### config.mk
export PLATFORM = sky130hd
export DESIGN_NAME = nv_shadow_seq
export DESIGN_NICKNAME = d
export VERILOG_FILES = /design/src/rtl/nvseq_pkg.sv /design/src/rtl/nvseq_reset_sync.sv /design/src/rtl/nvseq_commit.sv /design/src/rtl/nvseq_nv_bank.sv /design/src/rtl/nvseq_wiper_bank.sv /design/src/rtl/nv_shadow_seq.sv
export SDC_FILE = /design/constraint.sdc
export NUM_CORES = 1
export LEC_CHECK = 0
export BUFFER_PORTS_ARGS = -buffer_cell sky130_fd_sc_hd__clkbuf_2
export CORE_ASPECT_RATIO = 2
export CORE_MARGIN = 2
export CORE_UTILIZATION = 45
export DETAILED_ROUTE_END_ITERATION = 8
export GPL_ROUTABILITY_DRIVEN = 1
export HOLD_SLACK_MARGIN = 0.1
export PLACE_DENSITY_LB_ADDON = 0.05
export SETUP_SLACK_MARGIN = 0.3
export SLEW_MARGIN = 10
export SYNTH_ARGS = -nofsm -noshare
export SYNTH_HDL_FRONTEND = slang
export SYNTH_SLANG_ARGS = --single-unit
### constraint.sdc
create_clock -name clk -period 2.45 [get_ports clk]
set_input_delay 0 -clock clk [delete_from_list [all_inputs] [get_ports clk]]
set_output_delay 0 -clock clk [all_outputs]
set_load 0.05 [all_outputs]
### src/rtl/nvseq_pkg.sv
package nvseq_pkg;

  localparam int ADDR_W       = 4;
  localparam int DATA_W       = 8;
  localparam int CTRL_NV_BIT  = 7;
  localparam int CTRL_WIP_BIT = 5;

  typedef enum logic {
    PH_RUN    = 1'b0,
    PH_RECALL = 1'b1
  } phase_e;

endpackage

### src/rtl/nvseq_reset_sync.sv
module nvseq_reset_sync (
  input  logic clk_i,
  input  logic arst_ni,
  output logic rst_no
);

  logic [1:0] sh_q;

  always_ff @(posedge clk_i or negedge arst_ni) begin
    if (!arst_ni) sh_q <= 2'b00;
    else          sh_q <= {sh_q[0], 1'b1};
  end

  assign rst_no = sh_q[1];

endmodule

### src/rtl/nvseq_commit.sv
module nvseq_commit
  import nvseq_pkg::*;
#(
  parameter int NUM_POTS  = 4,
  parameter int TAP_W     = 7,
  parameter int CTRL_ADDR = 8
) (
  input  logic                                         clk_i,
  input  logic                                         rst_ni,
  input  logic                                         wr_stb_i,
  input  logic [ADDR_W-1:0]                            wr_addr_i,
  input  logic [DATA_W-1:0]                            wr_data_i,
  input  logic                                         cs_rise_i,
  input  logic                                         prog_busy_i,
  output logic                                         rec_busy_o,
  output logic [((NUM_POTS > 1) ? $clog2(NUM_POTS) : 1)-1:0] rec_idx_o,
  output logic                                         vol_we_o,
  output logic [((NUM_POTS > 1) ? $clog2(NUM_POTS) : 1)-1:0] vol_idx_o,
  output logic [TAP_W-1:0]                             vol_val_o,
  output logic                                         start_o,
  output logic [((NUM_POTS > 1) ? $clog2(NUM_POTS) : 1)-1:0] tgt_o,
  output logic [TAP_W-1:0]                             tval_o,
  output logic                                         nv_en_o
);

  localparam int                IDX_W    = (NUM_POTS > 1) ? $clog2(NUM_POTS) : 1;
  localparam logic [ADDR_W-1:0] POT_LIM  = ADDR_W'(NUM_POTS);
  localparam logic [ADDR_W-1:0] CTRL_A   = ADDR_W'(CTRL_ADDR);
  localparam logic [IDX_W-1:0]  LAST_IDX = IDX_W'(NUM_POTS - 1);

  phase_e             ph_q, ph_d;
  logic [IDX_W-1:0]   ridx_q, ridx_d;
  logic               nv_en_q, nv_en_d;
  logic               pend_q, pend_d;
  logic [IDX_W-1:0]   pidx_q;
  logic [TAP_W-1:0]   pval_q;
  logic               active, hit_pot, hit_ctrl, capture;

  // next-state
  always_comb begin
    active   = (ph_q == PH_RUN);
    hit_pot  = wr_stb_i && active && (wr_addr_i < POT_LIM);
    hit_ctrl = wr_stb_i && active && (wr_addr_i == CTRL_A);
    capture  = hit_pot && nv_en_q && !prog_busy_i && !pend_q && !cs_rise_i;

    ph_d   = ph_q;
    ridx_d = ridx_q;
    if (ph_q == PH_RECALL) begin
      ridx_d = ridx_q + 1'b1;
      if (ridx_q == LAST_IDX) begin
        ph_d   = PH_RUN;
        ridx_d = '0;
      end
    end

    nv_en_d = hit_ctrl ? wr_data_i[CTRL_NV_BIT] : nv_en_q;

    pend_d = pend_q;
    if (cs_rise_i)    pend_d = 1'b0;
    else if (capture) pend_d = 1'b1;
  end

  // registers
  always_ff @(posedge clk_i or negedge rst_ni) begin
    if (!rst_ni) begin
      ph_q    <= PH_RECALL;
      ridx_q  <= '0;
      nv_en_q <= 1'b0;
      pend_q  <= 1'b0;
    end else begin
      ph_q    <= ph_d;
      ridx_q  <= ridx_d;
      nv_en_q <= nv_en_d;
      pend_q  <= pend_d;
    end
  end

  always_ff @(posedge clk_i or negedge rst_ni) begin
    if (!rst_ni) begin
      pidx_q <= '0;
      pval_q <= '0;
    end else if (capture) begin
      pidx_q <= wr_addr_i[IDX_W-1:0];
      pval_q <= wr_data_i[TAP_W-1:0];
    end
  end

  assign rec_busy_o = (ph_q == PH_RECALL);
  assign rec_idx_o  = ridx_q;
  assign vol_we_o   = hit_pot;
  assign vol_idx_o  = wr_addr_i[IDX_W-1:0];
  assign vol_val_o  = wr_data_i[TAP_W-1:0];
  assign start_o    = cs_rise_i && pend_q && active;
  assign tgt_o      = pidx_q;
  assign tval_o     = pval_q;
  assign nv_en_o    = nv_en_q;

  // A latched byte is never replaced before the transaction ends
  p_pend_hold_r7: assert property (@(posedge clk_i) disable iff (!rst_ni)
    (pend_q && !cs_rise_i) |=> (pend_q && $stable(pidx_q) && $stable(pval_q)));

  // Recall walks the pots in ascending order, one per clock
  p_recall_step_r2: assert property (@(posedge clk_i) disable iff (!rst_ni)
    (ph_q == PH_RECALL && ridx_q != LAST_IDX) |=>
      (ph_q == PH_RECALL && ridx_q == IDX_W'($past(ridx_q) + 1'b1)));

endmodule

### src/rtl/nvseq_nv_bank.sv
module nvseq_nv_bank #(
  parameter int NUM_POTS    = 4,
  parameter int TAP_W       = 7,
  parameter int PROG_CYCLES = 600000,
  parameter int NV_INIT     = 64
) (
  input  logic                                         clk_i,
  input  logic                                         por_ni,
  input  logic                                         rst_ni,
  input  logic                                         start_i,
  input  logic [((NUM_POTS > 1) ? $clog2(NUM_POTS) : 1)-1:0] tgt_i,
  input  logic [TAP_W-1:0]                             tval_i,
  output logic                                         busy_o,
  output logic [NUM_POTS*TAP_W-1:0]                    nv_o
);

  localparam int               IDX_W = (NUM_POTS > 1) ? $clog2(NUM_POTS) : 1;
  localparam int               CNT_W = $clog2(PROG_CYCLES + 1);
  localparam logic [CNT_W-1:0] LOAD  = CNT_W'(PROG_CYCLES - 1);
  localparam logic [TAP_W-1:0] INIT  = TAP_W'(NV_INIT);

  logic             busy_q, busy_d;
  logic [CNT_W-1:0] cnt_q, cnt_d;
  logic             done;

  always_comb begin
    done   = busy_q && (cnt_q == '0);
    busy_d = busy_q;
    cnt_d  = cnt_q;
    if (start_i) begin
      busy_d = 1'b1;
      cnt_d  = LOAD;
    end else if (busy_q) begin
      if (done) busy_d = 1'b0;
      else      cnt_d  = cnt_q - 1'b1;
    end
  end

  always_ff @(posedge clk_i or negedge rst_ni) begin
    if (!rst_ni) begin
      busy_q <= 1'b0;
      cnt_q  <= '0;
    end else begin
      busy_q <= busy_d;
      cnt_q  <= cnt_d;
    end
  end

  for (genvar g = 0; g < NUM_POTS; g++) begin : g_cell
    logic [TAP_W-1:0] cell_q;
    logic             we;
    assign we = done && (tgt_i == IDX_W'(g));
    always_ff @(posedge clk_i or negedge por_ni) begin
      if (!por_ni)  cell_q <= INIT;
      else if (we)  cell_q <= tval_i;
    end
    assign nv_o[g*TAP_W +: TAP_W] = cell_q;
  end

  assign busy_o = busy_q;

  // checker: length of each busy window
  logic [CNT_W:0] len_q;
  always_ff @(posedge clk_i or negedge rst_ni) begin
    if (!rst_ni)      len_q <= '0;
    else if (start_i) len_q <= '0;
    else if (busy_q)  len_q <= len_q + 1'b1;
  end

  p_start_idle_r8: assert property (@(posedge clk_i) disable iff (!rst_ni)
    start_i |-> !busy_q);

  p_busy_cause_r5: assert property (@(posedge clk_i) disable iff (!rst_ni)
    $rose(busy_q) |-> $past(start_i));

  p_busy_len_r5: assert property (@(posedge clk_i) disable iff (!rst_ni)
    $fell(busy_q) |-> (len_q == (CNT_W+1)'(PROG_CYCLES)));

  p_cells_hold_r6: assert property (@(posedge clk_i) disable iff (!rst_ni)
    (busy_q && cnt_q != '0) |=> $stable(nv_o));

endmodule

### src/rtl/nvseq_wiper_bank.sv
module nvseq_wiper_bank #(
  parameter int NUM_POTS = 4,
  parameter int TAP_W    = 7
) (
  input  logic                                         clk_i,
  input  logic                                         rst_ni,
  input  logic                                         we_i,
  input  logic [((NUM_POTS > 1) ? $clog2(NUM_POTS) : 1)-1:0] idx_i,
  input  logic [TAP_W-1:0]                             val_i,
  input  logic                                         rec_en_i,
  input  logic [((NUM_POTS > 1) ? $clog2(NUM_POTS) : 1)-1:0] rec_idx_i,
  input  logic [TAP_W-1:0]                             rec_val_i,
  output logic [NUM_POTS*TAP_W-1:0]                    wiper_o
);

  localparam int IDX_W = (NUM_POTS > 1) ? $clog2(NUM_POTS) : 1;

  for (genvar g = 0; g < NUM_POTS; g++) begin : g_wiper
    logic [TAP_W-1:0] w_q, w_d;

    always_comb begin
      w_d = w_q;
      if (rec_en_i && rec_idx_i == IDX_W'(g)) w_d = rec_val_i;
      else if (we_i && idx_i == IDX_W'(g))    w_d = val_i;
    end

    always_ff @(posedge clk_i or negedge rst_ni) begin
      if (!rst_ni) w_q <= '0;
      else         w_q <= w_d;
    end

    assign wiper_o[g*TAP_W +: TAP_W] = w_q;
  end

  // Host writes never coincide with a recall load
  p_rec_excl_r2: assert property (@(posedge clk_i) disable iff (!rst_ni)
    rec_en_i |-> !we_i);

  // With no write and no load, all wipers keep their value
  p_wiper_hold_r3: assert property (@(posedge clk_i) disable iff (!rst_ni)
    (!we_i && !rec_en_i) |=> $stable(wiper_o));

endmodule

### src/rtl/nv_shadow_seq.sv
module nv_shadow_seq
  import nvseq_pkg::*;
#(
  parameter int NUM_POTS    = 4,
  parameter int TAP_W       = 7,
  parameter int CTRL_ADDR   = 8,
  parameter int PROG_CYCLES = 600000,
  parameter int NV_INIT     = 64
) (
  input  logic                      clk,
  input  logic                      por_n,
  input  logic                      rst_n,
  input  logic                      wr_stb,
  input  logic [3:0]                wr_addr,
  input  logic [7:0]                wr_data,
  input  logic                      cs_rise,
  output logic [NUM_POTS*TAP_W-1:0] wiper_o,
  output logic [7:0]                ctrl_o,
  output logic [NUM_POTS*TAP_W-1:0] nv_o
);

  localparam int IDX_W = (NUM_POTS > 1) ? $clog2(NUM_POTS) : 1;

  logic             rst_int, por_int;
  logic             rec_busy, vol_we, start, nv_en, prog_busy;
  logic [IDX_W-1:0] rec_idx, vol_idx, tgt;
  logic [TAP_W-1:0] vol_val, tval, rec_val;
  logic [NUM_POTS*TAP_W-1:0] nv_flat;

  nvseq_reset_sync u_rst_sync (.clk_i(clk), .arst_ni(rst_n), .rst_no(rst_int));
  nvseq_reset_sync u_por_sync (.clk_i(clk), .arst_ni(por_n), .rst_no(por_int));

  nvseq_commit #(
    .NUM_POTS(NUM_POTS), .TAP_W(TAP_W), .CTRL_ADDR(CTRL_ADDR)
  ) u_commit (
    .clk_i(clk), .rst_ni(rst_int),
    .wr_stb_i(wr_stb), .wr_addr_i(wr_addr), .wr_data_i(wr_data),
    .cs_rise_i(cs_rise), .prog_busy_i(prog_busy),
    .rec_busy_o(rec_busy), .rec_idx_o(rec_idx),
    .vol_we_o(vol_we), .vol_idx_o(vol_idx), .vol_val_o(vol_val),
    .start_o(start), .tgt_o(tgt), .tval_o(tval), .nv_en_o(nv_en)
  );

  nvseq_nv_bank #(
    .NUM_POTS(NUM_POTS), .TAP_W(TAP_W),
    .PROG_CYCLES(PROG_CYCLES), .NV_INIT(NV_INIT)
  ) u_nv (
    .clk_i(clk), .por_ni(por_int), .rst_ni(rst_int),
    .start_i(start), .tgt_i(tgt), .tval_i(tval),
    .busy_o(prog_busy), .nv_o(nv_flat)
  );

  always_comb rec_val = nv_flat[rec_idx*TAP_W +: TAP_W];

  nvseq_wiper_bank #(
    .NUM_POTS(NUM_POTS), .TAP_W(TAP_W)
  ) u_wipers (
    .clk_i(clk), .rst_ni(rst_int),
    .we_i(vol_we), .idx_i(vol_idx), .val_i(vol_val),
    .rec_en_i(rec_busy), .rec_idx_i(rec_idx), .rec_val_i(rec_val),
    .wiper_o(wiper_o)
  );

  always_comb begin
    ctrl_o               = '0;
    ctrl_o[CTRL_NV_BIT]  = nv_en;
    ctrl_o[CTRL_WIP_BIT] = rec_busy | prog_busy;
  end

  assign nv_o = nv_flat;

endmodule

==> flow_summary.json <==
{
  "crit_arrival_ns": 2.36,
  "nets": 523,
  "worstMarginPinSlew_ns": 0.560,
  "grt_pass1_wl_mm": 18.1,
  "overflow": 0,
  "cts_htree_levels": 3,
  "hp-class": "primary input to flip-flop",
  "rows": 51,
  "rsz0062_at_grt": "yes",
  "required_ns": 2.67,
  "avgSynthCellArea_um2": 11.3,
  "ant_nets": 0,
  "critPathMaxStageDelay_ns": 0.58,
  "totalNegativeSetupSlack_ns": 0,
  "fmax_mhz": 468,
  "track_usage_pct": 21.9,
  "synth_seq_cells": 95,
  "path_cells": "or4_4, nor4_4, and4b_2, mux2_2",
  "hpwl_mm": 8.71,
  "netlist_instances": 402,
  "slowest_stage": "or4_4",
  "whs_ns": 0.145,
  "core_mm2": 0.00976,
  "chipHeight_um": 146,
  "layout_min_cycle_time_ns": 2.14,
  "finalSetupViolCount": 0,
  "utilization_pct": 57.2,
  "cts_made_buffers": 9,
  "avgRoutedWirePerCell_um": 17.6,
  "place_congestion": 0.934,
  "fin_skew_ns": 0.0103,
  "vias_per_cell": 5.32,
  "clockBufferDepth": 2,
  "slew-limit-headroom_pct": 62.5,
  "drtIter0Drc": 147,
  "dieArea_mm2": 0.0110,
  "cts_tree": "built",
  "routed_wirelength_mm": 11.2,
  "drive_gt1_share_pct": 35.2,
  "antenna_cells": 0,
  "slew_violations": 0,
  "crit_type": "flip-flop to flip-flop",
  "synth_seq_area_share_pct": 52.5,
  "firstDrtPassIters": 4,
  "antenna_found_initial": 0,
  "powerDensity_mw_per_mm2": 760,
  "area_delta_synth_final_pct": 23.1,
  "die_w_um": 75.0,
  "maxCapViolations": 0,
  "post-route-drc-count": 0,
  "fin_crit_sh_pct": 87.2,
  "num_vias": 3389,
  "grt_max_degree": 35,
  "critical_path.endpoint_type": "flip-flop",
  "status": "completed",
  "cts.sinks": 95,
  "crit_path_max_fanout": 7,
  "ios": 81,
  "yosysWarnings": 0,
  "io_buffers": 74,
  "grt_pass1_vias": 3524,
  "p_leak_nw": 2.63,
  "clkLatencyLatePin_ns": 0.34,
  "startpoint_type": "flip-flop",
  "path_clk_slew_ns": 0.07,
  "final-hold-violation-count": 0,
  "peakVddDrop_mv": 0.551,
  "initial_core_util_pct": 46.5,
  "synth_cell_types": 47,
  "netlist_area_mm2": 0.00454,
  "clockRootBuffer": "clkbuf_16"
}
## metal layers
metal,GRT usage (%),routed length [um]
met2,40.8,6560
met3,3.38,408
met4,10.4,340
met1,22.4,3930
met5,0,0
## flip-flops by register name (all words and copies together), names as in the netlist
signal,flops
u_commit.pend_q,1
u_nv.cnt_q,20
u_commit.nv_en_o,1
u_nv.busy_o,1
u_commit.tgt_o,2
u_commit.tval_o,7
u_commit.rec_busy_o,1
u_rst_sync.sh_q,2
u_wipers.g_wiper.w_q,28
u_nv.g_cell.cell_q,28
u_por_sync.sh_q,2
u_commit.rec_idx_o,2
## Yosys cell counts (all sizes together)
master  count  area (um2)
or4         2        18.8
or3b        2        17.5
nand3       4        20.0
or2         3        18.8
a31oi      14        87.6
nor3        9        45.0
mux2i      14         140
xor2        8        70.1
a21oi      18        90.1
xnor2       7        61.3
o31ai       1        7.51
mux2       38         428
nor2b       2        12.5
clkbuf     10        37.5
a31o        1        8.76
ha          6        75.1
dfrtp      90        2250
nand3b      2        15.0
nand4       2        18.8
nor4        8        80.1
inv         5        18.8
o211ai      4        30.0
nor3b       2        15.0
mux4        7         158
and4        2        17.5
and4b       4        41.3
o211a       1        10.0
nor4b       2        23.8
nor2       41         154
conb        2        7.51
and3        4        25.0
and4bb      1        12.5
dfstp       5         131
nand2      51         191
nand2b      1        6.26
or3         3        18.8
o21ai       8        40.0
buf        15         111
a211oi      3        22.5
## worst max-delay path: cells and delay by family (launching register included)
| family | cells | cell delay (ns) |
|---|---|---|
| simple gates | 3 | 1.24 |
| mux | 1 | 0.36 |
| flops | 1 | 0.42 |
## layout make-up
class,count,area (um2)
fill,886,4180
sequential,95,2380
multi-input combinational,283,2070
timing repair buffer,106,663
clock buffer,10,239
tap,132,165
clock inverter,6,46.3
inverter,5,18.8
## report_power, final
part | switching [mW] | leakage [nW] | internal [mW] | total, mW
Sequential | 0.164 | 1.16 | 1.76 | 1.92
Combinational | 0.706 | 1.33 | 0.297 | 1.00
Clock | 0.604 | 0.135 | 0.719 | 1.32
Total | 1.47 | 2.63 | 2.77 | 4.25
## logic make-up (layout without fill, tap and decap cells)
family / after synthesis / in the layout / share of synthesized area, %
AND/OR/NAND/NOR: 145 / 145 / 16.6
flip-flops: 95 / 95 / 52.5
multiplexers: 59 / 59 / 16.0
AO/OA/AOI/OAI: 50 / 50 / 6.53
buffers and inverters: 30 / 127 / 3.69
XOR/XNOR: 15 / 15 / 2.89
adder cells (fa/ha/maj): 6 / 6 / 1.65
other: 2 / 8 / 0.165
## worst paths after layout
check / from / to / slack, ns / depth (start not counted)
setup / recovery: u_nv.cnt_q[16] / u_nv.g_cell[2].cell_q[5] / 0.31 / 4
setup reg to reg: u_nv.cnt_q[16] / u_nv.g_cell[2].cell_q[5] / 0.31 / 4
hold reg to reg: u_rst_sync.sh_q[1] / u_nv.cnt_q[18] / 0.21 / 0
hold / removal: wr_addr[2] / u_commit.pend_q / 0.15 / 5
min in group asynchronous: u_rst_sync.sh_q[1] / u_nv.cnt_q[18] / 0.21 / 0
max in group asynchronous: u_rst_sync.sh_q[1] / u_commit.rec_busy_o / 1.62 / 1
## layout by cell type, fill, tap and decap left out, types with 3 or more instances in the layout
cell,n
dfrtp_1,89
clkbuf_2,74
nand2_1,51
nor2_1,40
mux2_2,32
a21oi_1,18
dlygate4sd3_1,16
buf_4,15
a31oi_1,14
mux2i_1,14
clkbuf_16,9
o21ai_0,8
xor2_1,8
conb_1,8
nor3_1,7
mux4_2,7
xnor2_1,7
mux2_4,6
ha_1,6
inv_1,5
nor4_1,5
dfstp_2,5
and3_1,4
o211ai_1,4
or2_2,3
or3_1,3
and4b_2,3
a211oi_1,3
clkinv_4,3
## metrics by stage
step | total power [mW] | std cells | instance area, um2 | setup WS [ns]
after global placement | 2.89 | 603 | 5070 | 0.178
final | 4.25 | 637 | 5590 | 0.315
after floorplan | 2.65 | 408 | 4560 | 0.407
after global routing | 4.45 | 637 | 5590 | 0.211
after detailed placement | 2.91 | 603 | 5070 | 0.163
after CTS | 4.29 | 636 | 5540 | 0.309
## timing repair
action | in CTS | in global routing
resized for setup | 6 | 11
cloned | 0 | 0
endpoints found under the hold margin | 43 | 0
endpoints found under the setup margin | 21 | 33
pin swaps | 3 | 1
buffers inserted | 1 | 1
hold buffers | 16 | 0
Power figures use the tool's default switching activity.
